[config.mk]
export PLATFORM = sky130hd
export DESIGN_NAME = idx_bitop_seq
export DESIGN_NICKNAME = d
export VERILOG_FILES = /design/src/rtl/idxbit_pkg.sv /design/src/rtl/idxbit_agen.sv /design/src/rtl/idxbit_alu.sv /design/src/rtl/idx_bitop_seq.sv
export SDC_FILE = /design/constraint.sdc
export NUM_CORES = 1
export LEC_CHECK = 0
export ABC_AREA = 1
export BUFFER_PORTS_ARGS = -buffer_cell sky130_fd_sc_hd__buf_4
export CAP_MARGIN = 15
export CORE_MARGIN = 2
export CORE_UTILIZATION = 25
export DETAILED_ROUTE_END_ITERATION = 10
export SYNTH_ARGS = -nofsm -noshare
export SYNTH_HDL_FRONTEND = slang
export SYNTH_SLANG_ARGS = --single-unit
[constraint.sdc]
create_clock -name clk -period 2.73 [get_ports clk]
set_input_delay 0.1365 -clock clk [delete_from_list [all_inputs] [get_ports clk]]
set_output_delay 0.1365 -clock clk [all_outputs]
set_load 0.05 [all_outputs]
[src/rtl/idxbit_pkg.sv]
package idxbit_pkg;
    localparam int           BYTE_W   = 8;
    localparam logic [7:0]   PFX_X    = 8'hDD;
    localparam logic [7:0]   PFX_Y    = 8'hFD;
    localparam logic [7:0]   GRP_BYTE = 8'hCB;
    localparam logic [2:0]   NO_REG   = 3'b110;

    typedef enum logic [2:0] {
        S_IDLE, S_PFX, S_GRP, S_DISP, S_READ, S_EXEC, S_WRITE
    } seq_state_e;

    typedef enum logic [1:0] {
        C_SHIFT = 2'b00,
        C_TEST  = 2'b01,
        C_CLR   = 2'b10,
        C_SET   = 2'b11
    } op_class_e;
endpackage

[src/rtl/idxbit_agen.sv]
module idxbit_agen #(
    parameter int ADDR_W = 16,
    parameter int DISP_W = 8
) (
    input  logic [ADDR_W-1:0] base_i,
    input  logic [DISP_W-1:0] disp_i,
    output logic [ADDR_W-1:0] addr_o
);
    logic [ADDR_W-1:0] disp_ext;

    generate
        if (ADDR_W > DISP_W) begin : g_extend
            assign disp_ext = {{(ADDR_W-DISP_W){disp_i[DISP_W-1]}}, disp_i};
        end else begin : g_trunc
            assign disp_ext = disp_i[ADDR_W-1:0];
        end
    endgenerate

    assign addr_o = base_i + disp_ext;
endmodule

[src/rtl/idxbit_alu.sv]
module idxbit_alu
    import idxbit_pkg::*;
(
    input  logic [7:0]        op_i,
    input  logic [BYTE_W-1:0] din_i,
    input  logic              cin_i,
    output logic [BYTE_W-1:0] res_o,
    output logic              cout_o,
    output logic              zero_o
);
    logic [BYTE_W-1:0] mask;
    op_class_e         cls;
    logic [2:0]        kind;

    assign cls  = op_class_e'(op_i[7:6]);
    assign kind = op_i[5:3];

    for (genvar i = 0; i < BYTE_W; i++) begin : g_mask
        assign mask[i] = (kind == 3'(i));
    end

    always_comb begin
        res_o  = din_i;
        cout_o = cin_i;
        unique case (cls)
            C_SHIFT: begin
                unique case (kind)
                    3'd0: begin res_o = {din_i[6:0], din_i[7]}; cout_o = din_i[7]; end
                    3'd1: begin res_o = {din_i[0], din_i[7:1]}; cout_o = din_i[0]; end
                    3'd2: begin res_o = {din_i[6:0], cin_i};    cout_o = din_i[7]; end
                    3'd3: begin res_o = {cin_i, din_i[7:1]};    cout_o = din_i[0]; end
                    3'd4: begin res_o = {din_i[6:0], 1'b0};     cout_o = din_i[7]; end
                    3'd5: begin res_o = {din_i[7], din_i[7:1]}; cout_o = din_i[0]; end
                    3'd6: begin res_o = {din_i[6:0], 1'b1};     cout_o = din_i[7]; end
                    default: begin res_o = {1'b0, din_i[7:1]};  cout_o = din_i[0]; end
                endcase
            end
            C_TEST:  res_o = din_i;
            C_CLR:   res_o = din_i & ~mask;
            default: res_o = din_i | mask;
        endcase
        zero_o = (cls == C_TEST) ? ~|(din_i & mask) : ~|res_o;
    end
endmodule

[src/rtl/idx_bitop_seq.sv]
module idx_bitop_seq
    import idxbit_pkg::*;
#(
    parameter int ADDR_W = 16
) (
    input  logic              clk,
    input  logic              rst_n,
    input  logic              in_valid,
    input  logic [7:0]        in_byte,
    input  logic [ADDR_W-1:0] ix_base,
    input  logic [ADDR_W-1:0] iy_base,
    input  logic              carry_in,
    output logic              mem_req,
    output logic              mem_we,
    output logic [ADDR_W-1:0] mem_addr,
    output logic [7:0]        mem_wdata,
    input  logic              mem_ack,
    input  logic [7:0]        mem_rdata,
    output logic              reg_we,
    output logic [2:0]        reg_sel,
    output logic [7:0]        reg_data,
    output logic              flag_we,
    output logic              flag_z,
    output logic              flag_c
);
    typedef struct packed {
        seq_state_e        state;
        logic              use_y;
        logic [ADDR_W-1:0] addr;
        logic [7:0]        op;
        logic [7:0]        data;
    } seq_regs_t;

    seq_regs_t         st_d, st_q;
    logic [ADDR_W-1:0] base_sel;
    logic [ADDR_W-1:0] eff_addr;
    logic [7:0]        alu_res;
    logic              alu_cout;
    logic              alu_zero;
    op_class_e         cls_q;

    assign base_sel = st_q.use_y ? iy_base : ix_base;
    assign cls_q    = op_class_e'(st_q.op[7:6]);

    idxbit_agen #(.ADDR_W(ADDR_W), .DISP_W(8)) i_agen (
        .base_i (base_sel),
        .disp_i (in_byte),
        .addr_o (eff_addr)
    );

    idxbit_alu i_alu (
        .op_i   (st_q.op),
        .din_i  (st_q.data),
        .cin_i  (carry_in),
        .res_o  (alu_res),
        .cout_o (alu_cout),
        .zero_o (alu_zero)
    );

    always_comb begin
        st_d = st_q;
        unique case (st_q.state)
            S_IDLE: begin
                if (in_valid && (in_byte == PFX_X || in_byte == PFX_Y)) begin
                    st_d.use_y = (in_byte == PFX_Y);
                    st_d.state = S_PFX;
                end
            end
            S_PFX: begin
                if (in_valid) begin
                    st_d.state = (in_byte == GRP_BYTE) ? S_GRP : S_IDLE;
                end
            end
            S_GRP: begin
                if (in_valid) begin
                    st_d.addr  = eff_addr;
                    st_d.state = S_DISP;
                end
            end
            S_DISP: begin
                if (in_valid) begin
                    st_d.op    = in_byte;
                    st_d.state = S_READ;
                end
            end
            S_READ: begin
                if (mem_ack) begin
                    st_d.data  = mem_rdata;
                    st_d.state = S_EXEC;
                end
            end
            S_EXEC: begin
                st_d.data  = alu_res;
                st_d.state = (cls_q == C_TEST) ? S_IDLE : S_WRITE;
            end
            S_WRITE: begin
                if (mem_ack) begin
                    st_d.state = S_IDLE;
                end
            end
            default: st_d.state = S_IDLE;
        endcase
    end

    always_ff @(posedge clk or negedge rst_n) begin
        if (!rst_n) begin
            st_q <= '{state: S_IDLE, use_y: 1'b0, addr: '0, op: '0, data: '0};
        end else begin
            st_q <= st_d;
        end
    end

    assign mem_req   = (st_q.state == S_READ) || (st_q.state == S_WRITE);
    assign mem_we    = (st_q.state == S_WRITE);
    assign mem_addr  = st_q.addr;
    assign mem_wdata = st_q.data;

    assign reg_we    = (st_q.state == S_WRITE) && mem_ack && (st_q.op[2:0] != NO_REG);
    assign reg_sel   = st_q.op[2:0];
    assign reg_data  = st_q.data;

    assign flag_we   = (st_q.state == S_EXEC) && (cls_q == C_SHIFT || cls_q == C_TEST);
    assign flag_z    = alu_zero;
    assign flag_c    = alu_cout;
endmodule

==> results of run 1 <==
synth_stat cells (8+ instances only):
cell | number | area share, %
sky130_fd_sc_hd__ha_1 | 15 | 5.6
sky130_fd_sc_hd__o21ai_1 | 14 | 2.1
sky130_fd_sc_hd__buf_4 | 38 | 8.4
sky130_fd_sc_hd__inv_1 | 39 | 4.3
sky130_fd_sc_hd__nand2_1 | 132 | 15
sky130_fd_sc_hd__buf_2 | 8 | 1.2
sky130_fd_sc_hd__o21ai_0 | 28 | 4.1
sky130_fd_sc_hd__nand3_1 | 34 | 5.0
sky130_fd_sc_hd__mux2_2 | 15 | 5.0
sky130_fd_sc_hd__a21oi_1 | 24 | 3.6
sky130_fd_sc_hd__dfrtp_1 | 36 | 27
sky130_fd_sc_hd__nor2_1 | 46 | 5.1
sky130_fd_sc_hd__nand4_1 | 10 | 1.9
sky130_fd_sc_hd__nor3_1 | 9 | 1.3
power breakdown:
| part | internal, mW | leakage, nW | switching, mW |
|---|---|---|---|
| Combinational | 0.928 | 1.54 | 2.08 |
| Clock | 0.430 | 0.0798 | 0.245 |
| Sequential | 0.779 | 0.442 | 0.328 |
| Total | 2.14 | 2.06 | 2.65 |
layout make-up:
cell class | count | area [um2] | share of cell area, %
repair buffers | 97 | 730.7 | 17.60
inverters | 45 | 173.9 | 4.188
multi-input cells | 368 | 1959 | 47.18
clock inverters | 3 | 42.54 | 1.024
clock buffers | 5 | 125.1 | 3.013
flip-flops and latches | 36 | 900.9 | 21.69
well taps | 176 | 220.2 | 5.303
kinds of logic after synthesis:
kind of cell | after synthesis | share of synthesized area [%]
adders and majority gates | 16 | 6.148
buffers and inverters | 94 | 15.33
and+or+nand+nor | 246 | 31.59
AOI/OAI and AO/OA | 84 | 13.44
muxes | 15 | 5.000
xor gates and xnor gates | 7 | 1.815
DFF | 36 | 26.67
metal layers:
layer | up-vias | track usage [%] | share of wire [%]
li1 | 1733 | - | -
met1 | 1590 | 16.99 | 42
met2 | 99 | 25.39 | 50
met3 | 18 | 2.642 | 5.0
met4 | 0 | 6.177 | 2.4
met5 | - | 0 | 0
timing repair:
action	CTS	global route
endpoints found under the hold margin	36	0
hold buffers	1	0
resized for setup	0	0
path summary, 6_finish.rpt:
check | startpoint | to | cells after the start
max reg2reg | st_q[32] | mem_addr[14] | 11
min in group asynchronous | rst_n | mem_wdata[3] | 2
max in group asynchronous | rst_n | reg_sel[1] | 2
min | mem_ack | st_q[35] | 2
min reg2reg | mem_addr[0] | mem_addr[0] | 2
max | st_q[32] | mem_addr[14] | 11
registers in the layout, summed over array words and instances, names as in the netlist:
register and count:
mem_addr 16, st_q 7, mem_wdata 8, cls_q 2, reg_sel 3
critical path, delay by kind of cell (launching register included):
kind | cells | cell delay [ns]
and+or+nand+nor | 7 | 0.67
DFF | 1 | 0.44
muxes | 1 | 0.36
adders and majority gates | 1 | 0.33
AOI/OAI and AO/OA | 1 | 0.30
buffers and inverters | 1 | 0.25
==> parameters.txt, run 1 <==
Parameter                              Value

Status
  Status ... complete, no violations

Timing
  Final setup violation count ... 0
  Worst hold slack ... slightly below 0.09 ns
  Tmin final ... 2.483 ns
  Post-Route Setup TNS ... 0 ns
  Final clock skew ... ~0.012 ns
  Unrepaired setup endpoints after global routing ... false
  Period utilization ... between 90% and 100%
  Transition time at the pin with the least slew margin ... between 0.5 and 0.6 ns
  Count of final max-slew check failures ... 0
  Setup slack after layout ... ~0.25 ns
  Achievable clock frequency ... about 400 MHz
  Final number of hold-violating endpoints ... 0
  Max-slew headroom at the worst pin ... 66.34%

Worst setup path
  Type of the worst setup path ... register to register
  Slowest stage cell on the critical path ... sky130_fd_sc_hd__dfrtp_1
  Critical-path maximum fanout ... 14
  Worst path max stage delay ... 0.44 ns
  Req. time, crit path ... 2.90 ns
  Crit path cell chain ... buf_4 -> mux2_2 -> ha_1 -> a21oi_1 -> nor2_1 -> nor2_1 -> nor2_1 -> nor2_1 -> nand3_1 -> nand3_1 -> nand2_1
  Reg-to-reg setup timing slack ... between 0.2 and 0.25 ns
  Worst setup EP type ... register
  Arrival time reported for the critical path endpoint ... around 2.7 ns
  Startpoint types ... register
  Most prevalent standard cell on the critical path ... sky130_fd_sc_hd__nor2_1

Clocking
  Max clock buf depth ... 2
  Number of clock sinks ... 36
  Cell at the root of the clock tree ... sky130_fd_sc_hd__clkbuf_16
  Number of CTS-inserted buffers ... 5
  H-tree lvl count ... 2
  Post-CTS Setup Inserts ... 0
  Clock-pin slew of the registers on the worst-case setup and hold paths ... 0.07 ns
  Clock insertion delay at the later pin of the skew report ... roughly 0.28 ns
  CTS tree ... done

Drt
  Remaining number of nets flagged by the antenna check after routing ... 0
  DRT iter0 DRCs ... 90
  Avg WL per Cell ... 13.90 um
  Aggregate routed wire length ... 10.15 mm
  Pre-Repair DR Iteration Count ... 4
  Via Count ... about 3400
  Remaining DRCs ... 0
  Via-to-Cell Ratio ... between 4 and 5

Floorplan
  Initial Util ... about 26%
  Area of the die ... about 14000 um2
  Total core area ... 13240 um2
  Number of primary I/O pins ... 94
  Horizontal die dimension ... 120.2 um
  Row Count ... 42
  Die outline height ... approximately 120 um

Power
  Total design power ... about 4.8 mW
  Worst ir drop on vdd ... 0.3303 mV
  Power density over cell area ... 1153 nW/um2
  Lkg Pwr ... roughly 2.1 nW

Final layout
  Fraction of layout cells with a size suffix above 1 ... approximately 24%
  Most frequent standard cell in the layout excluding fill and tap cells ... sky130_fd_sc_hd__nand2_1
  Number of diodes ... 0
  NumNets Final ... between 600 and 700
  Layout filler cell count ... approximately 1500
  Finished Layout Cells ... 730
  Finished Cell Area ... between 4000 and 5000 um2
  Most frequent cells in the layout ... 132 x sky130_fd_sc_hd__nand2_1, 96 x sky130_fd_sc_hd__buf_4, 46 x sky130_fd_sc_hd__nor2_1
  Utilization of the core after routing ... a little under a third
  Layout overhead on the synthesized area ... 22.93%

Placed design
  Buffers added on ports ... 93
  Global placer's final weighted congestion ... approximately 0.88
  Placed Instance Area ... just under 4000 um2
  Post-DP HPWL ... about 8.0 mm
  Number of placed instances with taps included ... around 700
  Placement Setup Slack ... about 0.28 ns

Run
  Count of maximum capacitance violations ... 0

Logic synthesis
  Unique cell type count in the Yosys netlist ... 36
  Share of flip-flops with an asynchronous set or reset after synthesis ... 100.0%
  Dominant register cell in the synthesized netlist ... sky130_fd_sc_hd__dfrtp_1
  Number of enable flip-flop cells after synthesis ... 0
  Warnings from Yosys ... 0
  Number of synthesized register bits ... 36
  Mean cell area of the mapped netlist ... between 6 and 7 um2
  Cell area after synthesis ... approximately 3400 um2
  Net count of the mapped netlist ... between 500 and 600
  Fraction of the yosys area taken by sequential cells ... 26.67%
  Synthesized instance count ... 498

Global routing
  Overall Global Routing Usage ... between 10% and 20%
  Number of antenna violations at the first check in global routing ... 0
  Pin count of the biggest net entering global routing ... 37
  Number of global-route vias before repair ... around 3500
  Overflow left after global routing ... 0
  First-pass GRT wire length ... 16.64 mm

Worst hold path
  Hold Crit Class ... input pin to register
(Power assumes the default switching activity.)
==> run 2: changes to the inputs <==
--- a/config.mk
+++ b/config.mk
@@ -10,7 +10,10 @@
 export CAP_MARGIN = 15
 export CORE_MARGIN = 2
 export CORE_UTILIZATION = 25
+export CTS_BUF_LIST = sky130_fd_sc_hd__clkbuf_4 sky130_fd_sc_hd__clkbuf_8
 export DETAILED_ROUTE_END_ITERATION = 10
+export PLACE_DENSITY = 0.51
+export SLEW_MARGIN = 5
 export SYNTH_ARGS = -nofsm -noshare
 export SYNTH_HDL_FRONTEND = slang
 export SYNTH_SLANG_ARGS = --single-unit
==> parameters.txt, run 2 (synthesis gave the netlist of run 1 again) <==
Parameter                              Value

Timing
  Count of final max-slew check failures ... 0 (unchanged)
  Transition time at the pin with the least slew margin ... 0.5177 ns (was 0.5049 ns)
  Final number of hold-violating endpoints ... 0 (unchanged)
  Post-Route Setup TNS ... 0 ns (unchanged)
  Final clock skew ... 0.01183 ns (was 0.01210 ns)
  Unrepaired setup endpoints after global routing ... false (unchanged)
  Period utilization ... 90.60% (was 90.95%)
  Final setup violation count ... 0 (unchanged)
  Achievable clock frequency ... 404.3 MHz (was 402.7 MHz)
  Max-slew headroom at the worst pin ... 65.49% (was 66.34%)
  Tmin final ... 2.474 ns (was 2.483 ns)

Final layout
  NumNets Final ... 622 (unchanged)
  Finished Cell Area ... 4083 um2 (was 4153 um2)
  Fraction of layout cells with a size suffix above 1 ... 24.37% (was 24.19%)
  Most frequent standard cell in the layout excluding fill and tap cells ... sky130_fd_sc_hd__nand2_1 (unchanged)
  Layout filler cell count ... 1532 (was 1473)
  Number of diodes ... 0 (unchanged)
  Finished Layout Cells ... 730 (unchanged)
  Flip-flop count of the largest register after layout ... 16 (unchanged)
  Most frequent cells in the layout ... 132 x sky130_fd_sc_hd__nand2_1, 96 x sky130_fd_sc_hd__buf_4, 46 x sky130_fd_sc_hd__nor2_1 (unchanged)
  Layout overhead on the synthesized area ... 20.85% (was 22.93%)

Clocking
  Cell at the root of the clock tree ... sky130_fd_sc_hd__clkbuf_8 (was sky130_fd_sc_hd__clkbuf_16)
  Number of CTS-inserted buffers ... 5 (unchanged)
  CTS tree ... done (unchanged)
  Clock-pin slew of the registers on the worst-case setup and hold paths ... 0.09 ns (was 0.07 ns)
  H-tree lvl count ... 2 (unchanged)
  Max clock buf depth ... 2 (unchanged)
  Clock insertion delay at the later pin of the skew report ... 0.32 ns (was 0.28 ns)
  Number of clock sinks ... 36 (unchanged)

Worst setup path
  Type of the worst setup path ... register to register (unchanged)
  Critical-path maximum fanout ... 9 (was 14)
  Startpoint types ... register (unchanged)
  Req. time, crit path ... 2.94 ns (was 2.90 ns)
  Worst setup EP type ... register (unchanged)
  Arrival time reported for the critical path endpoint ... 2.69 ns (was 2.65 ns)

Run
  Count of maximum capacitance violations ... 0 (unchanged)

Drt
  Avg WL per Cell ... 13.82 um (was 13.90 um)
  Pre-Repair DR Iteration Count ... 4 (unchanged)
  Aggregate routed wire length ... 10.09 mm (was 10.15 mm)
  Remaining DRCs ... 0 (unchanged)
  DRT iter0 DRCs ... 249 (was 90)
  Via-to-Cell Ratio ... 4.671 (was 4.712)
  Remaining number of nets flagged by the antenna check after routing ... 0 (unchanged)
  Via Count ... 3410 (was 3440)

Floorplan
  Area of the die ... 14460 um2 (unchanged)
  Total core area ... 13240 um2 (unchanged)
  Die outline height ... 120.2 um (unchanged)
  Row Count ... 42 (unchanged)
  Horizontal die dimension ... 120.2 um (unchanged)
  Number of primary I/O pins ... 94 (unchanged)
  Initial Util ... 25.51% (unchanged)

Global routing
  Overall Global Routing Usage ... 14.58% (was 14.36%)
  Overflow left after global routing ... 0 (unchanged)
  Number of global-route vias before repair ... 3369 (was 3527)
  First-pass GRT wire length ... 16.72 mm (was 16.64 mm)
  Number of antenna violations at the first check in global routing ... 0 (unchanged)
  Pin count of the biggest net entering global routing ... 37 (unchanged)

Placed design
  Global placer's final weighted congestion ... 0.8712 (was 0.8823)
  Number of placed instances with taps included ... 721 (unchanged)
  Placed Instance Area ... 3975 um2 (unchanged)
  Buffers added on ports ... 93 (unchanged)
  Post-DP HPWL ... 7.935 mm (was 8.047 mm)

Power
  Power density over cell area ... 1115 nW/um2 (was 1153 nW/um2)
  Lkg Pwr ... 2.032 nW (was 2.062 nW)
  Worst ir drop on vdd ... 0.3674 mV (was 0.3303 mV)
  Total design power ... 4.553 mW (was 4.790 mW)

Status
  Status ... complete, no violations (unchanged)

Worst hold path
  Hold Crit Class ... input pin to register (unchanged)
[run 2: cell count changes in the layout (fill, tap and decap cells not counted)]
cell,before,now
sky130_fd_sc_hd__dfrtp_1,36,35
sky130_fd_sc_hd__clkbuf_16,5,0
sky130_fd_sc_hd__clkinvlp_4,1,0
sky130_fd_sc_hd__bufinv_16,1,0
sky130_fd_sc_hd__inv_6,0,1
sky130_fd_sc_hd__clkbuf_8,0,6
sky130_fd_sc_hd__dfrtp_2,0,1
[run 2: repair_timing]
item,CTS,global route
hold buffers,1,0
endpoints found under the setup margin,0,1
setup buffers,0,0
hold endpoints to repair,36,0
resized for setup,0,1
[run 2: stage by stage]
| step | setup WS (ns) | hold WS, ns | util [%] |
|---|---|---|---|
| 5_1_grt | 0.06742 | 0.04749 | 30.83 |
| 4_1_cts | 0.2321 | 0.02503 | 30.82 |
| 3_3_place_gp | 0.2772 | 0.1481 | 30.02 |
| 3_5_place_dp | 0.2409 | 0.1503 | 30.02 |
| 2_1_floorplan | 0.1988 | -0.1591 | - |
| 6_report | 0.2565 | 0.03414 | 30.83 |
[run 2: layout make-up]
class                   count  area [um2]  area share, %
clock buffers               6       82.58          2.023
clock inverters             2       13.76         0.3371
inverters                  45       173.9          4.260
multi-input cells         368        1959          47.99
flip-flops and latches     36       902.1          22.10
well taps                 176       220.2          5.394
repair buffers             97       730.7          17.90
[run 2: worst paths after layout]
check / from / to / slack, ns / depth (start not counted)
max in group asynchronous: rst_n / st_q[32] / 2.04 / 2
hold reg to reg: mem_addr[13] / mem_addr[13] / 0.49 / 2
min in group asynchronous: rst_n / mem_addr[12] / 0.32 / 2
setup / recovery: st_q[32] / mem_addr[8] / 0.26 / 12
setup reg to reg: st_q[32] / mem_addr[8] / 0.26 / 12
hold / removal: mem_ack / st_q[35] / 0.03 / 2
[run 2: critical path, cell delays in order, from the launching register on]
cell and delay, ns:
sky130_fd_sc_hd__dfrtp_2 0.50, sky130_fd_sc_hd__mux2_2 0.26, sky130_fd_sc_hd__ha_1 0.21, sky130_fd_sc_hd__inv_1 0.07, sky130_fd_sc_hd__fa_1 0.41, sky130_fd_sc_hd__o21ai_1 0.33, sky130_fd_sc_hd__nand2_1 0.09, sky130_fd_sc_hd__nand2_1 0.16
sky130_fd_sc_hd__nand2_1 0.10, sky130_fd_sc_hd__nand2_1 0.07, sky130_fd_sc_hd__nand2_1 0.04, sky130_fd_sc_hd__nand3_1 0.07, sky130_fd_sc_hd__nand2_1 0.06
[run 2: per-layer routing]
layer | up-vias | GRT usage, % | wire [um]
met5 | - | 0 | 0
met4 | 0 | 5.305 | 153
met3 | 10 | 2.500 | 405
met2 | 80 | 25.18 | 4980
met1 | 1596 | 18.25 | 4550
li1 | 1724 | - | -
[run 2: report_power, final]
group	leakage (nW)	switching (mW)	total, mW	internal [mW]
clock	0.0516	0.234	0.441	0.207
combinational	1.54	2.07	3.00	0.927
sequential	0.441	0.335	1.11	0.778
